--- src/rtl/vic_pkg.sv ---
package vic_pkg;
  localparam int SRC_N = 8;
  localparam int IDX_W = $clog2(SRC_N);
  localparam int BYTE_W = 8;

  localparam logic [1:0] ADDR_DATA = 2'd0;
  localparam logic [1:0] ADDR_CMD  = 2'd1;
  localparam logic [1:0] ADDR_CTRL = 2'd2;
  localparam logic [1:0] ADDR_MODE = 2'd3;

  localparam logic [BYTE_W-1:0] MODE_RESET = 8'h80;

  localparam int MODE_PRIO_BIT = 0;
  localparam int MODE_INTM_BIT = 2;
  localparam int MODE_MM_BIT   = 7;
  localparam int CTRL_IE_BIT   = 6;

  typedef enum logic [1:0] {
    TGT_IMR  = 2'd0,
    TGT_ACR  = 2'd1,
    TGT_MODE = 2'd2,
    TGT_VEC  = 2'd3
  } vicTarget_t;

  typedef struct packed {
    logic              softRst;
    logic              imrWr;
    logic              acrWr;
    logic              modeWr;
    logic              vecWr;
    logic              ctrlWr;
    logic [IDX_W-1:0]  vecPtr;
    logic [BYTE_W-1:0] wrByte;
  } vicStrobe_t;
endpackage

--- src/rtl/vic_ctrl.sv ---
module vic_ctrl
  import vic_pkg::*;
(
  input  logic              clk,
  input  logic              rstN,
  input  logic              wrEn,
  input  logic [1:0]        addr,
  input  logic [BYTE_W-1:0] wrData,
  output vicStrobe_t        stb
);
  localparam int OPC_W = 3;

  vicTarget_t       target;
  logic [IDX_W-1:0] vecPtr;
  logic [OPC_W-1:0] opcode;

  assign opcode = wrData[BYTE_W-1 -: OPC_W];

  always_comb begin
    stb        = '0;
    stb.wrByte = wrData;
    stb.vecPtr = vecPtr;
    if (wrEn) begin
      unique case (addr)
        ADDR_DATA: begin
          unique case (target)
            TGT_IMR:  stb.imrWr  = 1'b1;
            TGT_ACR:  stb.acrWr  = 1'b1;
            TGT_MODE: stb.modeWr = 1'b1;
            TGT_VEC:  stb.vecWr  = 1'b1;
            default:  ;
          endcase
        end
        ADDR_CMD:  stb.softRst = (opcode == 3'd0);
        ADDR_CTRL: stb.ctrlWr  = 1'b1;
        default:   ;
      endcase
    end
  end

  always_ff @(posedge clk) begin
    if (!rstN) begin
      target <= TGT_IMR;
      vecPtr <= '0;
    end else if (wrEn && addr == ADDR_CMD) begin
      case (opcode)
        3'd0: begin target <= TGT_IMR; vecPtr <= '0; end
        3'd1: target <= TGT_IMR;
        3'd2: target <= TGT_ACR;
        3'd3: target <= TGT_MODE;
        3'd4: begin target <= TGT_VEC; vecPtr <= wrData[IDX_W-1:0]; end
        default: ;
      endcase
    end else if (stb.vecWr) begin
      vecPtr <= vecPtr + 1'b1;
    end
  end

  assert_ptr_step_R8: assert property (@(posedge clk) disable iff (!rstN)
    stb.vecWr |=> vecPtr == $past(vecPtr) + 1'b1);

  assert_one_target_R10: assert property (@(posedge clk) disable iff (!rstN)
    $onehot0({stb.imrWr, stb.acrWr, stb.modeWr, stb.vecWr, stb.softRst, stb.ctrlWr}));
endmodule

--- src/rtl/vic_datapath.sv ---
module vic_datapath
  import vic_pkg::*;
#(
  parameter int                   VEC_OUT_W = 9,
  parameter logic [VEC_OUT_W-1:0] VEC_BASE  = VEC_OUT_W'(256)
) (
  input  logic                 clk,
  input  logic                 rstN,
  input  vicStrobe_t           stb,
  input  logic [SRC_N-1:0]     srcSet,
  input  logic [SRC_N-1:0]     srcClr,
  input  logic                 ackReq,
  input  logic                 rdEn,
  input  logic [1:0]           rdAddr,
  output logic                 rdValid,
  output logic [BYTE_W-1:0]    rdData,
  output logic                 ackDone,
  output logic [VEC_OUT_W-1:0] ackVector,
  output logic                 irqOut
);
  logic [SRC_N-1:0]  irr, imr, isr, acr;
  logic [BYTE_W-1:0] mode;
  logic              ctrlIe;
  logic [BYTE_W-1:0] vecTab [SRC_N];

  logic [SRC_N-1:0]  pending;
  logic              grpPend;
  logic [IDX_W-1:0]  hiIdx, loIdx;
  logic              ackHit;
  logic [SRC_N-1:0]  ackMask;
  logic [SRC_N-1:0]  irrNext, isrNext;
  logic [BYTE_W-1:0] statusByte, dataByte, readByte;

  assign pending = irr & ~imr;
  assign grpPend = mode[MODE_MM_BIT] & (|pending);

  always_comb begin
    hiIdx = '0;
    for (int i = 0; i < SRC_N; i++)
      if (pending[i]) hiIdx = IDX_W'(i);
  end

  always_comb begin
    loIdx = '0;
    for (int i = SRC_N - 1; i >= 0; i--)
      if (pending[i]) loIdx = IDX_W'(i);
  end

  assign ackHit  = ackReq & (|pending);
  assign ackMask = ackHit ? (SRC_N'(1) << loIdx) : '0;

  always_comb begin
    irrNext = ((irr | srcSet) & ~ackMask) & ~srcClr;
    isrNext = isr;
    if (ackHit) begin
      if (acr[loIdx]) isrNext = isr & ~ackMask;
      else            isrNext = isr | ackMask;
    end
    isrNext = isrNext & ~srcClr;
  end

  always_comb begin
    statusByte              = '0;
    statusByte[IDX_W-1:0]   = grpPend ? hiIdx : '0;
    statusByte[3]           = mode[MODE_MM_BIT];
    statusByte[4]           = mode[MODE_INTM_BIT];
    statusByte[5]           = mode[MODE_PRIO_BIT];
    statusByte[6]           = 1'b1;
    statusByte[7]           = grpPend;
  end

  always_comb begin
    unique case (mode[6:5])
      2'd0:    dataByte = isr;
      2'd1:    dataByte = imr;
      2'd2:    dataByte = irr;
      default: dataByte = acr;
    endcase
  end

  always_comb begin
    unique case (rdAddr)
      ADDR_DATA: readByte = dataByte;
      ADDR_CMD:  readByte = statusByte;
      ADDR_CTRL: readByte = BYTE_W'(ctrlIe) << CTRL_IE_BIT;
      default:   readByte = mode;
    endcase
  end

  always_ff @(posedge clk) begin
    if (!rstN || stb.softRst) begin
      irr  <= '0;
      imr  <= '0;
      isr  <= '0;
      acr  <= '0;
      mode <= MODE_RESET;
    end else begin
      irr <= irrNext;
      isr <= isrNext;
      if (stb.imrWr)  imr  <= stb.wrByte;
      if (stb.acrWr)  acr  <= stb.wrByte;
      if (stb.modeWr) mode <= stb.wrByte;
    end
  end

  always_ff @(posedge clk) begin
    if (!rstN) begin
      ctrlIe <= 1'b0;
      for (int k = 0; k < SRC_N; k++) vecTab[k] <= '0;
    end else begin
      if (stb.ctrlWr) ctrlIe <= stb.wrByte[CTRL_IE_BIT];
      if (stb.vecWr)  vecTab[stb.vecPtr] <= stb.wrByte;
    end
  end

  always_ff @(posedge clk) begin
    if (!rstN) begin
      rdValid   <= 1'b0;
      rdData    <= '0;
      ackDone   <= 1'b0;
      ackVector <= '0;
    end else begin
      rdValid <= rdEn;
      if (rdEn) rdData <= readByte;
      ackDone <= ackReq;
      if (ackReq)
        ackVector <= ackHit ? (VEC_OUT_W'(vecTab[loIdx]) + VEC_BASE) : '0;
    end
  end

  assign irqOut = ctrlIe & grpPend;

  assert_ack_latency_R7: assert property (@(posedge clk) disable iff (!rstN)
    ackReq |=> ackDone);

  assert_ack_vector_R7: assert property (@(posedge clk) disable iff (!rstN)
    (ackReq && (irr & ~imr) != '0) |=> ackVector >= VEC_BASE);

  assert_line_needs_mm_R5: assert property (@(posedge clk) disable iff (!rstN)
    irqOut |-> (mode[MODE_MM_BIT] && (irr & ~imr) != '0));

  assert_clear_wins_R9: assert property (@(posedge clk) disable iff (!rstN)
    srcClr != '0 |=> ((irr | isr) & $past(srcClr)) == '0);

  assert_set_lands_R9: assert property (@(posedge clk) disable iff (!rstN)
    ((srcSet & ~srcClr) != '0 && !ackReq && !stb.softRst)
      |=> (irr & $past(srcSet & ~srcClr)) == $past(srcSet & ~srcClr));
endmodule

--- src/rtl/irq_vector_ctrl.sv ---
module irq_vector_ctrl
  import vic_pkg::*;
#(
  parameter int                   VEC_OUT_W = 9,
  parameter logic [VEC_OUT_W-1:0] VEC_BASE  = VEC_OUT_W'(256)
) (
  input  logic                 clk,
  input  logic                 rstN,
  input  logic                 regWrEn,
  input  logic                 regRdEn,
  input  logic [1:0]           regAddr,
  input  logic [7:0]           regWrData,
  output logic                 regRdValid,
  output logic [7:0]           regRdData,
  input  logic [7:0]           srcSet,
  input  logic [7:0]           srcClr,
  input  logic                 ackReq,
  output logic                 ackDone,
  output logic [VEC_OUT_W-1:0] ackVector,
  output logic                 irqOut
);
  vicStrobe_t stb;

  vic_ctrl u_ctrl (
    .clk    (clk),
    .rstN   (rstN),
    .wrEn   (regWrEn),
    .addr   (regAddr),
    .wrData (regWrData),
    .stb    (stb)
  );

  vic_datapath #(
    .VEC_OUT_W (VEC_OUT_W),
    .VEC_BASE  (VEC_BASE)
  ) u_dp (
    .clk       (clk),
    .rstN      (rstN),
    .stb       (stb),
    .srcSet    (srcSet),
    .srcClr    (srcClr),
    .ackReq    (ackReq),
    .rdEn      (regRdEn),
    .rdAddr    (regAddr),
    .rdValid   (regRdValid),
    .rdData    (regRdData),
    .ackDone   (ackDone),
    .ackVector (ackVector),
    .irqOut    (irqOut)
  );
endmodule

--- config.mk ---
export PLATFORM = sky130hd
export DESIGN_NAME = irq_vector_ctrl
export DESIGN_NICKNAME = d
export VERILOG_FILES = /design/src/rtl/vic_pkg.sv /design/src/rtl/vic_ctrl.sv /design/src/rtl/vic_datapath.sv /design/src/rtl/irq_vector_ctrl.sv
export SDC_FILE = /design/constraint.sdc
export NUM_CORES = 1
export LEC_CHECK = 0
export BUFFER_PORTS_ARGS = -buffer_cell sky130_fd_sc_hd__buf_4
export CELL_PAD_IN_SITES_DETAIL_PLACEMENT = 1
export CELL_PAD_IN_SITES_GLOBAL_PLACEMENT = 1
export CORE_ASPECT_RATIO = 0.7
export CORE_MARGIN = 10
export CORE_UTILIZATION = 43
export DETAILED_ROUTE_END_ITERATION = 12
export PLACE_DENSITY_LB_ADDON = 0.1
export SLEW_MARGIN = 10
export SYNTH_ARGS = -nofsm -noshare
export SYNTH_HDL_FRONTEND = slang
export SYNTH_SLANG_ARGS = --single-unit
--- constraint.sdc ---
create_clock -name clk -period 2.9 [get_ports clk]
set_input_delay 0.87 -clock clk [delete_from_list [all_inputs] [get_ports clk]]
set_output_delay 0.87 -clock clk [all_outputs]
set_load 0.005 [all_outputs]
---- Word-level counts from Yosys, hierarchy flattened ----
Memories as Yosys holds them, arrays and structs flattened.
Cells that the tools add are included.
storage, ports and cells
  register bits after elaboration ......... 65
  RAM bits ................................ 64
  input bits .............................. 31
  output and inout port bits .............. 20
  logic and storage cells ................. 99
  memories ................................ 1
operators by class
  $add $sub $neg .......................... 2
  order comparisons ....................... 1
  eq/ne operators ......................... 12
  shift-type cells ........................ 1
  multiplexer cells ....................... 43
  bitwise operators ....................... 13
  reductions and logical operators ........ 14
memories
  name         depth  width  read ports  clocked after memory_dff  write ports  RTL line            source
  u_dp.vecTab  8      8      1           0                         8            vic_datapath.sv:24  logic [BYTE_W-1:0] vecTab [SRC_N];
operators with widths
  operator                                                               count
  3-bit two-way mux                                                      18
  8-bit case mux with 3 select lines                                     2
  8-bit AND                                                              5
  8-bit two-way mux                                                      4
  8-bit NOT                                                              3
  8-bit OR                                                               2
  8-bit OR reduction                                                     2
  1-bit two-way mux                                                      13
  8-bit by 9-bit adder with 9-bit output (second input constant)         1
  9-bit two-way mux                                                      1
  2-bit == test (second input constant)                                  4
  2-bit case mux with 4 select lines                                     1
  1-bit by 3-bit left shift with 8-bit output (first input constant)     1
  2-bit by 1-bit == test with 1-bit output (second input constant)       3
  3-bit by 2-bit == test with 1-bit output (second input constant)       2
  2-bit logical NOT                                                      3
  6-bit two-way mux                                                      1
  3-bit case mux with 2 select lines                                     1
  3-bit by 4-bit < comparator with 1-bit output (second input constant)  1
  4-bit two-way mux                                                      1
  2-bit AND reduction                                                    2
  4-bit nonzero test                                                     1
  3-bit by 1-bit adder with 3-bit output (second input constant)         1
  1-bit AND                                                              3
  10 further kinds                                                       10

---- Longest topological paths before layout ----
  word-level depth ........................ 17
  depth in mapped cells ................... 8
  depth with buffers taken out ............ 6

---- Modules after synthesis ----
A second synthesis with hierarchy kept.
second synthesis, totals
  cells, all modules ...................... 565
  area, all modules ....................... 6187.2 µm²
modules (own cells, without submodules)
  module        times used  cells each  area an instance (µm²)  seq. area each (µm²)
  vic_datapath  1           505         5731.7                  3123.0
  vic_ctrl      1           60          455.4                   100.1

---- Least setup slack after synthesis ----
Ideal clock, no wire load.
  kind .................................... input to register
  start point ............................. input port regAddr[0]
  end point ............................... memory u_dp.vecTab[2][0] (enable)
  library setup time ...................... 0.384 ns
  arrival ................................. 2.449 ns
  required time ........................... 2.516 ns
  setup slack ............................. 0.067 ns
  cell stages on the path ................. 6
  path buffers ............................ 2
  cell sequence ........................... buf_2 nor2_2 nand2_1 or3_1 clkbuf_1 o21ai_0
RTL lines
  item         RTL line               source
  from (decl)  irq_vector_ctrl.sv:11  input logic [1:0] regAddr,
  to (decl)    vic_datapath.sv:24

---- Final worst setup path ----
  start point ............................. register u_dp.irr[1]
  end point ............................... output port irqOut
on the way
  longest elaborated chain between the ends .. 4
RTL lines
  item                    RTL line               source
  from (decl)             vic_datapath.sv:21     logic [SRC_N-1:0] irr, imr, isr, acr;
  from (signal assigned)  vic_datapath.sv:98     irr <= irrNext;
  8-bit AND               vic_datapath.sv:34     assign pending = irr & ~imr;
  8-bit OR reduction      vic_datapath.sv:35     assign grpPend = mode[MODE_MM_BIT] & (|pending);
  1-bit AND               vic_datapath.sv:35
  1-bit AND               vic_datapath.sv:131    assign irqOut = ctrlIe & grpPend;
  to (decl)               irq_vector_ctrl.sv:20  output logic irqOut
No other way between the ends.

==> qor.yml <==
global_route:
  grt_pass1_vias: 4798
  grtUsageTotal_pct: 19.6
  grt_max_degree: 41
  grt_pass1_wl_mm: 29.1
  grt_overflow: 0
  antenna_found_initial: 1
routing:
  drt-initial-drc-count: 399
  routed_wl_mm: 18.4
  wl_met3_mm: 1.01
  wl_met1_mm: 9.27
  drc: 0
  wl_per_cell_um: 22.3
  drt-pass1-iter-count: 4
  ant_nets: 0
  dr_wl_met2_mm: 7.90
  dr.max_layer_used: "met4"
  viasPerCell: 5.60
  vias: 4624
floorplan:
  fp.dieH_um: 120
  die_x_um: 163
  design.core.area_um2: 14000
  die-area_um2: 19600
  initial_utilization_pct: 44.1
  io_pins: 51
  rows: 36
clock_tree:
  insertion_delay_ps: 430
  holdBufCountCts: 0
  cts_tree: "done"
  cts_sinks: 129
  cts_htree_levels: 4
  cts_setup_buffers: 0
  clockBufferDepth: 2
  cts_root_buf: "clkbuf_16"
  cts_inserted_buffers: 17
  cts_resized: 0
  path_clk_slew_ps: 60
timing:
  skew_ps: 5.03
  hold_viol: 0
  relSlewSlack_pct: 52.6
  min_period_ps: 2710
  tightest_slew_ps: 711
  tns_ps: 0
  finalCritPeriodShare_pct: 93.4
  worst_slack_ps: 191
  fmax_mhz: 369
  slew_violations: 0
  setup_violations: 0
  rsz0062_at_grt: "false"
logic_synthesis:
  syn-num-nets: 594
  ys_seq_area_share_pct: 52.4
  async_flop_share_pct: 0
  ys_ff_latch: 129
  synth_warnings: 0
  synth-edff-count: 64
  synth_ff_type: "dfxtp_1"
  synthesis.area_um2: 6150
  synthDistinctLibCells: 63
  avgSynthCellArea_um2: 10.9
  synthCells: 562
worst_setup_path:
  critPathLaunchType: "register"
  slowest_delay_ps: 340
  path_cells: "nor2b_1 > nor2_2 > nand3_1 > and3_1 > buf_4"
  worstPathArrival_ps: 1840
  worst_path_max_delay_cell: "nor2_2"
  path_delay_family: "simple AND/OR/NAND/NOR gates"
  worstSetupPathType: "register to output port"
  r2r_end: "u_dp.ackVector[7]$_SDFFE_PN0P_"
  r2r_slack_ps: 600
  path_max_fanout: 9
  worstRegToRegCells: 7
  endpoint_kind: "output port"
  crit_path_start: "u_dp.irr[1]$_SDFF_PP0_"
  path_depth: 5
  crit_required_ps: 2030
  cp_num_buf_inv: 1
  endpoint: "irqOut"
  reg2reg_from: "u_dp.irr[1]$_SDFF_PP0_"
pwr:
  seqPwrFrac_pct: 41.4
  power_frac_comb_pct: 10.2
  power.net_switching_mw: 1.17
  vdd_drop_max_uv: 393
  leakage_nw: 2.95
  p_sw_share_pct: 24.0
  power_density_nw_per_um2: 652
  finalPower_mw: 4.86
  power_frac_clock_pct: 48.4
  p_int_mw: 3.70
place:
  io_buffers: 50
  pre_cts_ws_ps: 178
  place_hpwl_mm: 13.0
  finalWeightedCongestion: 0.853
final_layout:
  ff_latch_area_um2: 3220
  drive_above_1_share_pct: 21.5
  nNetsFinal: 655
  fillCellCount: 1486
  antenna_cells: 0
  fin_util_pct: 53.4
  multiInputGateArea_um2: 2750
  area_growth_pct: 21.2
worst_hold_path:
  worstHoldPathType: "register to register"
job:
  drv_cap: 0
outcome:
  status: "finished, final reports clean"
-- per-stage QoR --
stage	hold WS, ps	instance area [um2]	std cells
floorplan	432	6150	562
global placement	453	6810	794
detailed placement	465	6810	794
CTS	473	7450	826
global route	506	7450	826
finish	470	7450	826
-- worst min-delay path by stage --
stage,start,to,cells past startpoint
2_1_floorplan,u_dp.mode[1]$_SDFFE_PP0P_,u_dp.mode[1]$_SDFFE_PP0P_,2
3_3_place_gp,u_dp.mode[1]$_SDFFE_PP0P_,u_dp.mode[1]$_SDFFE_PP0P_,2
3_5_place_dp,u_dp.mode[2]$_SDFFE_PP0P_,u_dp.mode[2]$_SDFFE_PP0P_,2
4_1_cts,u_dp.mode[2]$_SDFFE_PP0P_,u_dp.mode[2]$_SDFFE_PP0P_,2
5_1_grt,u_dp.mode[2]$_SDFFE_PP0P_,u_dp.mode[2]$_SDFFE_PP0P_,2
6_report,u_dp.mode[2]$_SDFFE_PP0P_,u_dp.mode[2]$_SDFFE_PP0P_,2
-- layout by cell type (no fill, tap or decap), types with 6 or more instances in the layout --
| cell type | synthesis | final |
|---|---|---|
| nor3_1 | 12 | 12 |
| nand2b_1 | 13 | 13 |
| nand2_1 | 39 | 39 |
| nor4_1 | 7 | 7 |
| mux4_2 | 8 | 8 |
| edfxtp_1 | 64 | 64 |
| nor2b_1 | 6 | 6 |
| mux2i_1 | 58 | 58 |
| nand3_1 | 16 | 16 |
| a31oi_1 | 7 | 7 |
| buf_4 | 3 | 77 |
| and2_1 | 68 | 68 |
| clkbuf_16 | 0 | 17 |
| o21ai_0 | 25 | 25 |
| a21oi_1 | 16 | 16 |
| nor2_1 | 43 | 43 |
| dfxtp_1 | 65 | 65 |
| a211o_1 | 6 | 6 |
-- worst register-to-register path, cell delays in order (launching register included) --
cell and delay, ps:
dfxtp_1 330, nor2b_1 170, nor2_2 340, o21a_2 230, buf_4 330, mux2i_1 290, mux2i_1 150, a221o_1 360
-- layer usage --
metal	vias up	GRT usage, %
met5	-	0
met2	125	27.3
met1	2313	28.9
met3	20	4.37
li1	2166	-
met4	0	6.97
-- power by group through the flow --
| stage | Combinational [mW] | Sequential (mW) | Clock [mW] |
|---|---|---|---|
| final | 0.498 | 2.01 | 2.35 |
| after global routing | 0.537 | 2.02 | 2.48 |
| after CTS | 0.498 | 2.01 | 2.38 |
| after detailed placement | 0.493 | 2.05 | 0 |
| after global placement | 0.484 | 2.05 | 0 |
| after floorplan | 0.299 | 2.04 | 0 |
-- sequential cells by signal, summed over array words and instances, names as in the netlist --
register	flops
u_dp.vecTab	64
u_dp.ackVector	9
u_dp.acr	8
u_dp.imr	8
u_dp.irr	8
u_dp.isr	8
u_dp.mode	8
u_dp.rdData	8
u_ctrl.vecPtr	3
u_ctrl.target	2
u_dp.ackDone	1
u_dp.ctrlIe	1
u_dp.rdValid	1
-- kinds of logic (layout without fill, tap and decap cells) --
| kind of cell | count (synthesis) | after routing | synth area share (%) |
|---|---|---|---|
| DFF | 129 | 129 | 52.4 |
| buffers and inverters | 38 | 112 | 2.97 |
| and+or+nand+nor | 236 | 236 | 21.4 |
| muxes | 67 | 67 | 12.8 |
| adders and majority gates | 1 | 1 | 0.203 |
| AOI/OAI and AO/OA | 91 | 91 | 10.3 |
-- area by class of cell --
type                            count  share of cell area, %
Tap cell                          190                   3.19
Inverter                            2                  0.101
Clock inverter                     15                   2.89
Timing Repair Buffer               78                   8.02
Multi-Input combinational cell    395                   36.8
Sequential cell                   129                   43.2
Clock buffer                       17                   5.71
-- Yosys cell counts, types with 7 or more instances --
cell type  count  share of area, %
nor2_1        43               2.6
o21ai_0       25               2.0
a21oi_1       16               1.3
mux4_2         8               2.9
nor4_1         7              0.71
and2_1        68               6.9
nand2_1       39               2.4
a31oi_1        7              0.71
nand3_1       16               1.3
mux2i_1       58               9.4
nor3_1        12              0.98
edfxtp_1      64                31
nand2b_1      13               1.3
clkbuf_1      24               1.5
dfxtp_1       65                21
(Power assumes the default switching activity.)
